--- src/rtl/yc_fmt_pkg.sv ---
package yc_fmt_pkg;
  typedef struct packed {
    logic capture;
    logic parallelSel;
    logic emitChroma;
  } ycStrobes_t;
endpackage

--- src/rtl/yc_fmt_ctrl.sv ---
module yc_fmt_ctrl
  import yc_fmt_pkg::*;
(
  input  logic       clk,
  input  logic       rstN,
  input  logic       modeParallel,
  output ycStrobes_t strobes,
  output logic       outQual
);
  logic phaseOdd;
  logic parallelHeld;
  logic qualReg;

  always_comb begin
    strobes.capture     = !phaseOdd;
    strobes.parallelSel = modeParallel;
    strobes.emitChroma  = phaseOdd && !parallelHeld;
  end

  always_ff @(posedge clk) begin
    if (!rstN) begin
      phaseOdd     <= 1'b0;
      parallelHeld <= 1'b0;
      qualReg      <= 1'b0;
    end else begin
      phaseOdd <= ~phaseOdd;
      if (strobes.capture) parallelHeld <= modeParallel;
      qualReg <= strobes.capture | strobes.emitChroma;
    end
  end

  assign outQual = qualReg;

  p_one_strobe_r7: assert property (@(posedge clk) disable iff (!rstN)
    $onehot0({strobes.capture, strobes.emitChroma}));
  p_boundary_alt_r7: assert property (@(posedge clk) disable iff (!rstN)
    strobes.capture |=> !strobes.capture);
  p_qual_at_boundary_r2: assert property (@(posedge clk) disable iff (!rstN)
    strobes.capture |=> outQual);
  p_single_qual_r3: assert property (@(posedge clk) disable iff (!rstN)
    strobes.emitChroma |=> outQual);
  p_dual_quiet_r2: assert property (@(posedge clk) disable iff (!rstN)
    (!strobes.capture && parallelHeld) |=> !outQual);
endmodule

--- src/rtl/yc_fmt_datapath.sv ---
module yc_fmt_datapath
  import yc_fmt_pkg::*;
#(
  parameter int SAMPLE_W = 10,
  parameter int FRAC_W   = 2
) (
  input  logic                clk,
  input  logic                rstN,
  input  logic                narrow8,
  input  logic [SAMPLE_W-1:0] lumaIn,
  input  logic [SAMPLE_W-1:0] chromaIn,
  input  ycStrobes_t          strobes,
  output logic [SAMPLE_W-1:0] busA,
  output logic [SAMPLE_W-1:0] busB
);
  localparam int PRIM_W = SAMPLE_W - FRAC_W;

  logic [SAMPLE_W-1:0] fracMask;
  logic [SAMPLE_W-1:0] lumaMasked;
  logic [SAMPLE_W-1:0] chromaMasked;
  logic [SAMPLE_W-1:0] chromaHold;
  logic [SAMPLE_W-1:0] busAReg;
  logic [SAMPLE_W-1:0] busBReg;

  generate
    if (FRAC_W > 0) begin : g_frac
      always_comb fracMask = narrow8 ? {{PRIM_W{1'b1}}, {FRAC_W{1'b0}}} : '1;
    end else begin : g_nofrac
      always_comb fracMask = '1;
    end
  endgenerate

  always_comb begin
    lumaMasked   = lumaIn & fracMask;
    chromaMasked = chromaIn & fracMask;
  end

  always_ff @(posedge clk) begin
    if (!rstN) begin
      busAReg    <= '0;
      busBReg    <= '0;
      chromaHold <= '0;
    end else if (strobes.capture) begin
      busAReg    <= lumaMasked;
      busBReg    <= strobes.parallelSel ? chromaMasked : '0;
      chromaHold <= chromaMasked;
    end else if (strobes.emitChroma) begin
      busAReg <= chromaHold;
    end
  end

  assign busA = busAReg;
  assign busB = busBReg;

  p_busb_zero_r4: assert property (@(posedge clk) disable iff (!rstN)
    (strobes.capture && !strobes.parallelSel) |=> (busB == '0));
  p_chroma_second_r3: assert property (@(posedge clk) disable iff (!rstN)
    strobes.emitChroma |=> (busA == $past(chromaHold)));
  p_dual_hold_r2: assert property (@(posedge clk) disable iff (!rstN)
    (!strobes.capture && !strobes.emitChroma) |=> ($stable(busA) && $stable(busB)));
  p_luma_first_r2: assert property (@(posedge clk) disable iff (!rstN)
    strobes.capture |=> (busA == ($past(lumaIn) & $past(fracMask))));
  if (FRAC_W > 0) begin : g_narrow_chk
    p_narrow_lsb_r5: assert property (@(posedge clk) disable iff (!rstN)
      (strobes.capture && narrow8) |=> (busA[FRAC_W-1:0] == '0 && busB[FRAC_W-1:0] == '0));
  end
endmodule

--- src/rtl/yc_bus_formatter.sv ---
module yc_bus_formatter
  import yc_fmt_pkg::*;
#(
  parameter int SAMPLE_W = 10,
  parameter int FRAC_W   = 2
) (
  input  logic                clk,
  input  logic                rstN,
  input  logic                modeParallel,
  input  logic                narrow8,
  input  logic [SAMPLE_W-1:0] lumaIn,
  input  logic [SAMPLE_W-1:0] chromaIn,
  output logic [SAMPLE_W-1:0] busA,
  output logic [SAMPLE_W-1:0] busB,
  output logic                outQual
);
  ycStrobes_t strobes;

  yc_fmt_ctrl ctrl_i (
    .clk          (clk),
    .rstN         (rstN),
    .modeParallel (modeParallel),
    .strobes      (strobes),
    .outQual      (outQual)
  );

  yc_fmt_datapath #(.SAMPLE_W(SAMPLE_W), .FRAC_W(FRAC_W)) dp_i (
    .clk      (clk),
    .rstN     (rstN),
    .narrow8  (narrow8),
    .lumaIn   (lumaIn),
    .chromaIn (chromaIn),
    .strobes  (strobes),
    .busA     (busA),
    .busB     (busB)
  );
endmodule

--- config.mk ---
export PLATFORM = sky130hd
export DESIGN_NAME = yc_bus_formatter
export DESIGN_NICKNAME = d
export VERILOG_FILES = /design/src/rtl/yc_fmt_pkg.sv /design/src/rtl/yc_fmt_ctrl.sv /design/src/rtl/yc_fmt_datapath.sv /design/src/rtl/yc_bus_formatter.sv
export SDC_FILE = /design/constraint.sdc
export NUM_CORES = 1
export LEC_CHECK = 0
export BUFFER_PORTS_ARGS = -buffer_cell sky130_fd_sc_hd__buf_4
export CAP_MARGIN = 20
export CORE_ASPECT_RATIO = 1.5
export CORE_UTILIZATION = 30
export CTS_BUF_LIST = sky130_fd_sc_hd__clkbuf_4
export DETAILED_ROUTE_END_ITERATION = 8
export GPL_TIMING_DRIVEN = 1
export PLACE_DENSITY = 0.59
export SETUP_SLACK_MARGIN = 0.02
export SYNTH_ARGS = -nofsm -noshare
export SYNTH_HDL_FRONTEND = slang
export SYNTH_SLANG_ARGS = --single-unit
--- constraint.sdc ---
create_clock -name clk -period 1 [get_ports clk]
set_input_delay 0.15 -clock clk [delete_from_list [all_inputs] [get_ports clk]]
set_output_delay 0.15 -clock clk [all_outputs]
set_load 0.03 [all_outputs]
Yosys cells after proc, flatten, opt, wreduce, memory -nomap -nowiden:

Cells that the tools add are included.

* flip-flop bits (word level): 33
* latch bits: 0
* RAM bits: 0
* ROM bits: 0
* input port bits: 24
* output and inout bits: 21
* logic and storage cells: 18
* memories: 0

* $add $sub $neg: 0
* $mul: 0
* div/mod/pow operators: 0
* magnitude comparators: 0
* equal/unequal tests: 1
* shifts and indexed selects: 0
* multiplexer cells: 4
* bitwise operators: 4
* reduce and logical (&&, ||, !) cells: 3

Operator list (number)
* $mux W10: 3
* $and A10 B10 Y10: 2
* $logic_not A1 Y1: 2
* $mux W2: 1
* $ne A2 B1 Y1 const B: 1
* $logic_and A1 B1 Y1: 1
* $not A1 Y1: 1
* $or A1 B1 Y1: 1

Depth between registers and ports, before layout:

Gate-level depths: netlist of run 1.

* word-level depth: 4
* depth in mapped cells: 5
* depth with buffers taken out: 3

By module:

Synthesis of run 1 repeated with hierarchy kept, for this count alone.

* cell total of the unflattened synthesis: 134
* area, all modules: 1332.5 um^2

Modules (own cells, without submodules)
* yc_fmt_datapath: times used 1, cells an instance 124, area each 1224.9 um^2, sequential area each 600.6 um^2
* yc_fmt_ctrl: times used 1, cells an instance 10, area each 107.6 um^2, sequential area each 60.1 um^2

Worst setup path before layout of run 1:

No wires, ideal clock.

* kind: reg2reg
* start: register ctrl_i.phaseOdd
* end: register dp_i.busBReg[2], in the netlist dp_i.busB[2]
* library setup time: 115 ps
* data arrival time: 816 ps
* required time: 885 ps
* path slack: 69 ps
* stages on the path, launching flop included: 6
* buffers on the path: 2
* clock period less this slack: 931 ps
* cell sequence: dfxtp_1 buf_6 buf_2 nand2_1 o21ai_0 and2_1

RTL lines
* from (decl): RTL line yc_fmt_ctrl.sv:10 `logic phaseOdd;`
* from (signal assigned): RTL line yc_fmt_ctrl.sv:26 `phaseOdd <= ~phaseOdd;`
* to (signal assigned): RTL line yc_fmt_datapath.sv:45 `busBReg <= strobes.parallelSel ? chromaMasked : '0;`
* to (decl): RTL line yc_fmt_datapath.sv:23 `logic [SAMPLE_W-1:0] busBReg;`

==> qor_table.md, run 1 <==
| Stage | Item | This run |
| --- | --- | --- |
| pwr | Static power due to leakage | 0.836 nW |
| worst setup path | Launch point of the critical path | ctrl_i.phaseOdd |
| detailed routing | Overall routed net length | 3010 um |
| run status | Outcome | finished, final reports clean |
| worst setup path | CP Data Required Time | 1.22 ns |
| die | Area of the die | 4740 um2 |
| clocking | Clock tree from TritonCTS | done |
| die | Die width | 56.6 um |
| finish | Non-filler instance count after layout | 234 |
| detailed routing | Average wire per standard cell | 12.9 um |
| yosys | Netlist cell types | 19 |
| grt | Wire length of the first global-routing pass | 5030 um |
| detailed routing | First-pass iteration count of the detailed router | 4 |
| grt | Pin count of the biggest net entering global routing | 34 |
| worst setup path | WP data arrival | 1.18 ns |
| clocking | Longest Clk Path Bufs | 2 |
| sta | Transition at the pin with the smallest max-transition slack | 0.257 ns |
| yosys | Dominant synthesized flop cell | sky130_fd_sc_hd__dfxtp_1 |
| finish | Design Area, Final | 1990 um2 |
| min path | Launch point of the worst hold path | chromaIn[3] |
| sta | Worst relative slew slack | 82.9% |
| placement | Number of cells in the design after placement | 220 |
| yosys | Ys async rst share | 0% |
| detailed routing | Via count | 1108 |
| job | Reported max-cap violation count | 0 |
| clocking | Library cell used as clock root buffer | sky130_fd_sc_hd__clkbuf_4 |
| pwr | Total power divided by cell area | 1520 nW/um2 |
| pwr | Largest voltage drop on the vdd net | 0.926 mV |
| detailed routing | Starting DRT DRC Count | 18 |
| pwr | Power Total | 3.03 mW |
| finish | Number of inserted diodes | 0 |
| placement | Post-DP Area | 1720 um2 |
| sta | Hold_ws | 0.0934 ns |
| sta | F_max | 1040 MHz |
| sta | Final Hold Viols | 0 |
| placement | Buffers added on ports | 44 |
| sta | Sum of negative setup slack | 0 ns |
| finish | Area used by multi-input combinational logic | 621 um2 |
| grt | Gr usage total | 13.5% |
| yosys | Number of nets produced by synthesis | 156 |
| grt | Overflow after GRT | 0 |
| yosys | Register area share after synthesis | 49.3% |
| placement | Gp weighted congestion | 0.744 |
| detailed routing | Number of design rule violations left after detail routing | 0 |
| grt | Vias in the first global route | 1110 |
| sta | Worst setup slack after layout | 0.0372 ns |
| sta | Number of endpoints failing setup at the final stage | 0 |
| yosys | Mean Syn Cell Area | 10.2 um2 |
| finish | Sequential Area | 691 um2 |
| min path | Min-Delay Path Class | primary input to flip-flop |
| die | Num ports | 45 |
| sta | Number of max-slew violations in the final report | 0 |
| clocking | Depth of the CTS H-tree | 2 |
| detailed routing | ANT nets after route | 0 |
| worst setup path | Highest fanout seen on the critical path | 11 |
| yosys | Yosys reg bits | 33 |
| yosys | Number of enable flip-flop cells after synthesis | 0 |
| finish | Layout overhead on the synthesized area | 48.5% |
| yosys | Synthesized cell area | 1340 um2 |
| worst setup path | Critical register-to-register path startpoint | ctrl_i.phaseOdd |
| finish | Nets | 211 |
| grt | Antenna violations before repair | 0 |
| die | Die Y-Extent | 83.9 um |
| yosys | Synthesis Warnings | 0 |
| detailed routing | Detailed-route vias per instance | 4.74 |
| clocking | Latest clock arrival within the worst-skew pair | 0.31 ns |
| finish | Ratio of cells with drive above 1 in the final layout | 51.1% |
| die | Effective utilization at floorplan | 31.6% |
| finish | Fillers | 404 |
| sta | Post-layout min period | 0.963 ns |
| sta | Setup repair after global routing missed its margin | yes |
| sta | Post-route clock skew | 0.00798 ns |
| worst setup path | Critical path capture point type | flip-flop |
| clocking | Number of sinks driven by the clock tree | 33 |
| clocking | Total CTS buffers | 5 |
| worst setup path | Setup CP Type | flip-flop to flip-flop |
| die | Standard-cell rows | 29 |
| placement | HPWL reported at the end of detailed placement | 2180 um |
| placement | Worst setup timing slack at the placement stage | -0.0379 ns |
| sta | Final period util | 96.3% |
| clocking | CTS clk-pin slew, worst paths | 0.10 ns |
| clocking | CTS Hold Bufs | 0 |
| yosys | Cell count after synthesis | 132 |
| worst setup path | CP startpoint kind | flip-flop |
| die | Core ar. | 4250 um2 |
| finish | End-of-flow core utilization | 46.9% |
## critical path: stages, from the launching register on
cell and delay, ns:
sky130_fd_sc_hd__dfxtp_4 0.42, sky130_fd_sc_hd__buf_8 0.16, sky130_fd_sc_hd__mux2i_2 0.23, sky130_fd_sc_hd__nor2b_1 0.06
## flip-flops by register name (all words and copies together) (netlist names)
signal and count:
dp_i.busA 10, ctrl_i.outQual 1, dp_i.busB 10, ctrl_i.parallelHeld 1, ctrl_i.phaseOdd 1, dp_i.chromaHold 10
## synthesized netlist by cell type (all sizes together), types with 2 or more instances
cell type   n  area [um2]
buf         6        62.6
clkbuf      4        16.3
and4bb      2        25.0
dfxtp      33         661
a21oi      14        70.1
nand2       8        30.0
a22oi       5        37.5
mux2i      18         180
o21ai      14        70.1
and2        4        25.0
nor2b      21         139
## what timing repair did
action	4_1_cts	5_1_grt
setup buffers	0	6
pin swaps	0	2
hold endpoints to repair	0	0
gates resized for setup	42	10
setup endpoints to repair	24	34
## per-layer routing
layer  vias to the layer above  track usage [%]  wire length [um]
li1                        564                -                 -
met1                       506             14.8              1220
met2                        36             23.6              1610
met3                         2             4.34               147
met4                         0             5.32                25
met5                         -                0                 0
## cells in the final DEF (no fill, tap or decap), drive strengths merged
| cell | instances |
|---|---|
| a21boi | 1 |
| a21oi | 14 |
| a22oi | 5 |
| and2 | 4 |
| and4bb | 2 |
| buf | 58 |
| bufinv | 1 |
| clkbuf | 6 |
| clkinv | 1 |
| dfxtp | 33 |
| mux2i | 18 |
| nand2 | 8 |
| nor2 | 1 |
| nor2b | 21 |
| nor3b | 1 |
| o21ai | 14 |
## cell families after synthesis
logic type / after synthesis / synth area share [%]
and+or+nand+nor: 37 / 17.6
AOI/OAI and AO/OA: 34 / 13.8
DFF: 33 / 49.3
buffers and inverters: 10 / 5.88
muxes: 18 / 13.4
## final cells by class
class / count / share of cell area [%]
clock inverter: 2 / 1.70
sequential: 33 / 34.7
timing repair buffer: 58 / 27.2
multi-input combinational: 89 / 31.2
tap: 46 / 2.89
clock buffer: 6 / 2.26
## where the power goes
part / internal (mW) / leakage, nW / switching (mW) / total [mW]
Combinational: 0.318 / 0.512 / 0.283 / 0.601
Sequential: 1.41 / 0.281 / 0.0597 / 1.47
Clock: 0.548 / 0.0433 / 0.415 / 0.963
Total: 2.27 / 0.836 / 0.757 / 3.03
## path summary, 6_finish.rpt
path | slack, ns | cells after the start | to
min reg2reg | 0.53 | 2 | dp_i.chromaHold[3]
min | 0.09 | 3 | dp_i.chromaHold[3]
max reg2reg | 0.04 | 3 | dp_i.chromaHold[7]
max | 0.04 | 3 | dp_i.chromaHold[7]
No activity file was read; power rests on OpenSTA's default activity.
==> inputs of run 2 (changes only) <==
--- a/config.mk
+++ b/config.mk
@@ -12,6 +12,7 @@
 export CTS_BUF_LIST = sky130_fd_sc_hd__clkbuf_4
 export DETAILED_ROUTE_END_ITERATION = 8
 export GPL_TIMING_DRIVEN = 1
+export MAX_ROUTING_LAYER = met4
 export PLACE_DENSITY = 0.59
 export SETUP_SLACK_MARGIN = 0.02
 export SYNTH_ARGS = -nofsm -noshare
==> run 2 against run 1 <==
Against the previous run: maximum frequency up 0.50%; routed wire length shrank 0.76%; setup slack gained 0.0048 ns; largest power group unchanged; critical endpoint unchanged; clock skew barely moved; register-to-register slack about the same.
==> qor_table.md, run 2 (synthesized netlist as in run 1, its figures left out) <==
| Stage | Item | This run |
| --- | --- | --- |
| clocking | Depth of the CTS H-tree | 2 |
| worst setup path | Highest fanout seen on the critical path | 11 |
| detailed routing | Detailed-route vias per instance | 4.74 |
| clocking | Library cell used as clock root buffer | sky130_fd_sc_hd__clkbuf_4 |
| die | Num ports | 45 |
| clocking | CTS clk-pin slew, worst paths | 0.10 ns |
| pwr | Largest voltage drop on the vdd net | 0.926 mV |
| worst setup path | Critical path capture point type | flip-flop |
| placement | HPWL reported at the end of detailed placement | 2180 um |
| min path | Launch point of the worst hold path | lumaIn[9] |
| die | Die Y-Extent | 83.9 um |
| detailed routing | Via count | 1108 |
| clocking | Total CTS buffers | 5 |
| pwr | Total power divided by cell area | 1530 nW/um2 |
| sta | Transition at the pin with the smallest max-transition slack | 0.258 ns |
| detailed routing | First-pass iteration count of the detailed router | 4 |
| clocking | Latest clock arrival within the worst-skew pair | 0.32 ns |
| worst setup path | WP data arrival | 1.18 ns |
| finish | Most frequent standard cell in the layout excluding fill and tap cells | sky130_fd_sc_hd__buf_4 |
| sta | Worst relative slew slack | 82.8% |
| detailed routing | Starting DRT DRC Count | 26 |
| worst setup path | Critical register-to-register path startpoint | ctrl_i.phaseOdd |
| sta | Final Hold Viols | 0 |
| grt | Wire length of the first global-routing pass | 5040 um |
| finish | Layout overhead on the synthesized area | 48.2% |
| min path | Min-Delay Path Class | primary input to flip-flop |
| grt | Antenna violations before repair | 0 |
| finish | Fillers | 405 |
| detailed routing | ANT nets after route | 0 |
| pwr | Static power due to leakage | 0.835 nW |
| finish | Ratio of cells with drive above 1 in the final layout | 51.1% |
| placement | Buffers added on ports | 44 |
| grt | Vias in the first global route | 1107 |
| pwr | Power Total | 3.03 mW |
| detailed routing | Number of design rule violations left after detail routing | 0 |
| sta | Post-route clock skew | 0.00776 ns |
| finish | Sequential Area | 691 um2 |
| sta | Number of endpoints failing setup at the final stage | 0 |
| finish | Area used by multi-input combinational logic | 621 um2 |
| clocking | Clock tree from TritonCTS | done |
| clocking | Number of sinks driven by the clock tree | 33 |
| sta | Final period util | 95.8% |
| finish | Nets | 211 |
| sta | Post-layout min period | 0.958 ns |
| finish | Commonest cells after routing, fill and taps aside | 34 x sky130_fd_sc_hd__buf_4, 22 x sky130_fd_sc_hd__buf_6, 21 x sky130_fd_sc_hd__dfxtp_2 |
| die | Standard-cell rows | 29 |
| job | Reported max-cap violation count | 0 |
| worst setup path | CP Data Required Time | 1.22 ns |
| clocking | Longest Clk Path Bufs | 2 |
| die | Die width | 56.6 um |
| grt | Pin count of the biggest net entering global routing | 34 |
| detailed routing | Average wire per standard cell | 12.8 um |
| worst setup path | Launch point of the critical path | ctrl_i.phaseOdd |
| die | Effective utilization at floorplan | 31.6% |
| sta | F_max | 1040 MHz |
| sta | Setup repair after global routing missed its margin | yes |
| detailed routing | Overall routed net length | 2990 um |
| grt | Gr usage total | 13.8% |
| die | Area of the die | 4740 um2 |
| die | Core ar. | 4250 um2 |
| sta | Hold_ws | 0.0898 ns |
| finish | Number of inserted diodes | 0 |
| run status | Outcome | finished, final reports clean |
| sta | Number of max-slew violations in the final report | 0 |
| worst setup path | Setup CP Type | flip-flop to flip-flop |
| grt | Overflow after GRT | 0 |
| placement | Gp weighted congestion | 0.754 |
| worst setup path | CP startpoint kind | flip-flop |
[run 2: timing repair]
action                                  CTS  global route
endpoints found under the setup margin   24            31
hold buffers                              0             0
buffers inserted                          0             6
gates resized for setup                  42             9
pin swaps                                 0             2
[run 2: area by class of cell]
cell class	count	share of cell area, %
clock buffer	6	2.27
clock inverter	2	1.70
multi-input combinational	89	31.3
sequential	33	34.8
tap	46	2.90
timing repair buffer	58	27.1
[run 2: metrics by stage]
| step | util [%] | instances | setup TNS, ns | instance area [um2] | setup slack, ns |
|---|---|---|---|---|---|
| after floorplan | - | 132 | 0 | 1340 | 0.0689 |
| after global placement | 40.6 | 220 | 0 | 1720 | 0.0382 |
| after detailed placement | 40.6 | 220 | -0.0454 | 1720 | -0.0379 |
| after CTS | 44.9 | 228 | 0 | 1910 | 0.0207 |
| after global routing | 46.8 | 234 | -0.0297 | 1990 | -0.0156 |
| final | 46.8 | 234 | 0 | 1990 | 0.0420 |
[run 2: worst max-delay path: stages, from the launching register on]
cell and delay, ns:
sky130_fd_sc_hd__dfxtp_4 0.42, sky130_fd_sc_hd__buf_8 0.16, sky130_fd_sc_hd__mux2i_2 0.23, sky130_fd_sc_hd__nor2b_1 0.06
[run 2: per-layer routing]
| metal | part of all wire [%] | global-route usage, % | routed length (um) | up-vias |
|---|---|---|---|---|
| met3 | 4.7 | 3.57 | 139 | 6 |
| met2 | 53 | 23.6 | 1580 | 35 |
| met4 | 1.7 | 5.32 | 51 | 0 |
| met5 | 0 | - | 0 | - |
| met1 | 41 | 15.1 | 1220 | 503 |
| li1 | - | - | - | 564 |
[run 2: path summary, 6_finish.rpt]
path | end | slack (ns) | cells after the start
setup / recovery | dp_i.chromaHold[7] | 0.04 | 3
hold / removal | dp_i.busA[9] | 0.09 | 3
setup reg to reg | dp_i.chromaHold[7] | 0.04 | 3
hold reg to reg | dp_i.chromaHold[3] | 0.53 | 2
[run 2: power by group]
part,internal (mW),switching (mW)
Sequential,1.41,0.0589
Combinational,0.316,0.282
Clock,0.548,0.419
Total,2.27,0.760
==> inputs of run 3 (changes only) <==
--- a/config.mk
+++ b/config.mk
@@ -17,4 +17,5 @@
 export SETUP_SLACK_MARGIN = 0.02
 export SYNTH_ARGS = -nofsm -noshare
 export SYNTH_HDL_FRONTEND = slang
+export SYNTH_HIERARCHICAL = 1
 export SYNTH_SLANG_ARGS = --single-unit
==> run 3 against run 2 <==
Against the previous run: the flow now finishes with violations (setup timing); critical path depth grew 2; power shrank 5.3%; hold slack worse by 0.0082 ns; die area shrank 0.55%; synthesized area fell by 0.56%; synthesized cell count up 1.5%; cell count increased by 2.6%; largest cell class unchanged; largest power group unchanged.
==> qor_table.md, run 3 <==
| Stage | Item | This run |
| --- | --- | --- |
| die | Area of the die | 4720 um2 |
| sta | Transition at the pin with the smallest max-transition slack | 0.262 ns |
| sta | F_max | 907 MHz |
| sta | Final period util | 110% |
| yosys | Number of nets produced by synthesis | 158 |
| placement | Gp weighted congestion | 0.717 |
| finish | Commonest cells after routing, fill and taps aside | 38 x sky130_fd_sc_hd__buf_4, 22 x sky130_fd_sc_hd__dfxtp_2, 22 x sky130_fd_sc_hd__buf_6 |
| run status | Failing checks | setup timing |
| sta | Final Hold Viols | 0 |
| worst setup path | Worst-case reg-to-reg path depth | 5 |
| clocking | CTS Hold Bufs | 0 |
| yosys | Cell count after synthesis | 134 |
| yosys | Dominant synthesized flop cell | sky130_fd_sc_hd__dfxtp_1 |
| min path | Min-Delay Path Class | primary input to flip-flop |
| yosys | Synthesis Warnings | 6 |
| yosys | Synthesized cell area | 1330 um2 |
| sta | Post-route clock skew | 0.00484 ns |
| placement | Number of cells in the design after placement | 222 |
| worst setup path | Critical path capture point type | flip-flop |
| detailed routing | Number of design rule violations left after detail routing | 0 |
| detailed routing | Routed metal-1 wire length | 1300 um |
| placement | HPWL reported at the end of detailed placement | 2260 um |
| worst setup path | Critical register-to-register path startpoint | ctrl_i/phaseOdd |
| worst setup path | CP startpoint kind | flip-flop |
| pwr | Total power divided by cell area | 1410 nW/um2 |
| sta | Worst setup slack after layout | -0.103 ns |
| detailed routing | Detailed-route vias per instance | 4.79 |
| yosys | Number of enable flip-flop cells after synthesis | 0 |
| worst setup path | Kind of cell adding the most delay to the critical path | flip-flops |
| grt | Wire length of the first global-routing pass | 5080 um |
| die | Die Y-Extent | 83.6 um |
| yosys | Netlist cell types | 21 |
| detailed routing | Starting DRT DRC Count | 16 |
| clocking | Total CTS buffers | 5 |
| worst setup path | CP Depth | 5 |
| worst setup path | Crit path max-delay cell type | sky130_fd_sc_hd__dfxtp_2 |
| job | Reported max-cap violation count | 0 |
| sta | Post-layout min period | 1.10 ns |
| yosys | Cell type contributing the most total cell area after synthesis | sky130_fd_sc_hd__dfxtp_1 |
| worst setup path | Register-to-register setup slack | -0.10 ns |
| sta | Sum of negative setup slack | -1.03 ns |
| worst setup path | Sum of buffers and inverters on the critical path | 2 |
| sta | Setup repair after global routing missed its margin | yes |
| yosys | Area share of the leading cell type in the synthesized netlist | 49.6% |
| worst setup path | Cell chain of the critical path | inv_4, nor2_4, buf_12, mux2i_4, a21oi_1 |
| yosys | Yosys reg bits | 33 |
| sta | Worst relative slew slack | 82.5% |
| die | Standard-cell rows | 29 |
| yosys | Mean Syn Cell Area | 9.94 um2 |
| grt | Gr usage total | 14.1% |
| yosys | Register area share after synthesis | 49.6% |
| worst setup path | Setup CP Type | flip-flop to flip-flop |
| yosys | Top cells by count, synth | 33 x sky130_fd_sc_hd__dfxtp_1, 19 x sky130_fd_sc_hd__mux2i_1, 13 x sky130_fd_sc_hd__nor2b_1 |
| worst setup path | Highest fanout seen on the critical path | 9 |
| finish | Most frequent standard cell in the layout excluding fill and tap cells | sky130_fd_sc_hd__buf_4 |
| clocking | CTS clk-pin slew, worst paths | 0.10 ns |
| die | Die width | 56.4 um |
| detailed routing | Met2 routed wirelength | 1550 um |
| worst setup path | Capture point of the critical path | dp_i/busA[8] |
| pwr | Static power due to leakage | 0.910 nW |
| pwr | Largest voltage drop on the vdd net | 0.823 mV |
| run status | Outcome | finished, violations left |
| clocking | Clock tree from TritonCTS | done |
| die | Core ar. | 4250 um2 |
| finish | Layout overhead on the synthesized area | 52.2% |
| clocking | Library cell used as clock root buffer | sky130_fd_sc_hd__clkbuf_4 |
| detailed routing | Average wire per standard cell | 12.9 um |
| worst setup path | CP Data Required Time | 1.23 ns |
| sta | Number of endpoints failing setup at the final stage | 23 |
| worst setup path | Launch point of the critical path | ctrl_i/phaseOdd |
| clocking | Depth of the CTS H-tree | 2 |
| yosys | Top area cells in the synthesized netlist | sky130_fd_sc_hd__dfxtp_1 50%, sky130_fd_sc_hd__mux2i_1 14%, sky130_fd_sc_hd__nor2b_1 6.1% |
| yosys | Ys async rst share | 0% |
| clocking | Number of sinks driven by the clock tree | 33 |
| finish | Fillers | 416 |
| grt | Vias in the first global route | 1130 |
| grt | Antenna violations before repair | 0 |
| grt | Overflow after GRT | 0 |
| die | Num ports | 45 |
| die | Effective utilization at floorplan | 31.4% |
| yosys | Most repeated cell in the gate-level netlist after synthesis | sky130_fd_sc_hd__dfxtp_1 |
| worst setup path | WP data arrival | 1.33 ns |
| detailed routing | ANT nets after route | 0 |
| finish | Non-filler instance count after layout | 240 |
| clocking | Latest clock arrival within the worst-skew pair | 0.33 ns |
| finish | Number of inserted diodes | 0 |
| worst setup path | R2R Path End | dp_i/busA[8] |
| grt | Pin count of the biggest net entering global routing | 34 |
| detailed routing | First-pass iteration count of the detailed router | 4 |
| detailed routing | DR top layer | met4 |
| worst setup path | Largest stage delay, worst path | 0.36 ns |
| placement | Buffers added on ports | 44 |
| finish | Ratio of cells with drive above 1 in the final layout | 50.5% |
| finish | Nets | 217 |
| clocking | Longest Clk Path Bufs | 2 |
| detailed routing | Overall routed net length | 3090 um |
| sta | Number of max-slew violations in the final report | 0 |
| detailed routing | Met3 Routed Length | 152 um |
| detailed routing | Via count | 1149 |
## run 3: how the worst min path moves through the flow
| stage | start | end | slack [ns] | depth (start not counted) |
|---|---|---|---|---|
| 3_3_place_gp | chromaIn[5] | dp_i/chromaHold[5] | 0.42 | 3 |
| 5_1_grt | lumaIn[8] | dp_i/busA[8] | 0.08 | 3 |
| 2_1_floorplan | rstN | ctrl_i/parallelHeld | 0.28 | 1 |
| 3_5_place_dp | lumaIn[7] | dp_i/busA[7] | 0.42 | 3 |
| 4_1_cts | lumaIn[7] | dp_i/busA[7] | 0.06 | 3 |
| 6_report | lumaIn[9] | dp_i/busA[9] | 0.08 | 3 |
## run 3: through the flow
stage | cell area, um2 | util, % | hold slack (ns) | setup slack [ns] | power [mW]
floorplan | 1340 | - | 0.278 | -0.0657 | 1.81
global placement | 1760 | 41.4 | 0.419 | -0.0885 | 2.04
detailed placement | 1760 | 41.4 | 0.421 | -0.175 | 2.05
CTS | 1940 | 45.7 | 0.0644 | -0.118 | 2.86
global route | 2030 | 47.8 | 0.0833 | -0.142 | 3.00
finish | 2030 | 47.8 | 0.0816 | -0.103 | 2.87
## run 3: routing by layer
layer	global-route usage, %	vias to the layer above
met5	-	-
met3	4.50	9
met4	7.76	0
met2	22.2	30
li1	-	579
met1	15.6	531
## run 3: repair_timing
action / in CTS / in global routing
endpoints found under the hold margin: 0 / 0
endpoints found under the setup margin: 48 / 49
pin swaps: 0 / 1
gates resized for setup: 42 / 8
setup buffers: 2 / 8
## run 3: power breakdown
part | internal, mW | switching [mW] | total (mW)
logic | 0.353 | 0.305 | 0.658
registers | 1.41 | 0.0586 | 1.47
clock network | 0.295 | 0.450 | 0.744
total | 2.06 | 0.813 | 2.87
## run 3: area by class of cell
type	count	area, um2	area share [%]
inverters	2	22.5	1.11
multi-input cells	88	612	30.2
clock buffers	6	45.0	2.22
clock inverters	2	10.0	0.494
flip-flops and latches	33	688	33.9
repair buffers	63	593	29.2
well taps	46	57.6	2.84
## run 3: cell families after synthesis
kind of cell           share of synthesized area (%)
and+or+nand+nor                                 15.1
DFF                                             49.6
AOI/OAI and AO/OA                               15.0
muxes                                           14.3
buffers and inverters                           6.01
## run 3: worst min-delay path, cell delays in order
cell and delay [ns]:
sky130_fd_sc_hd__buf_4 0.08, sky130_fd_sc_hd__o21ai_0 0.06, sky130_fd_sc_hd__a21oi_1 0.10
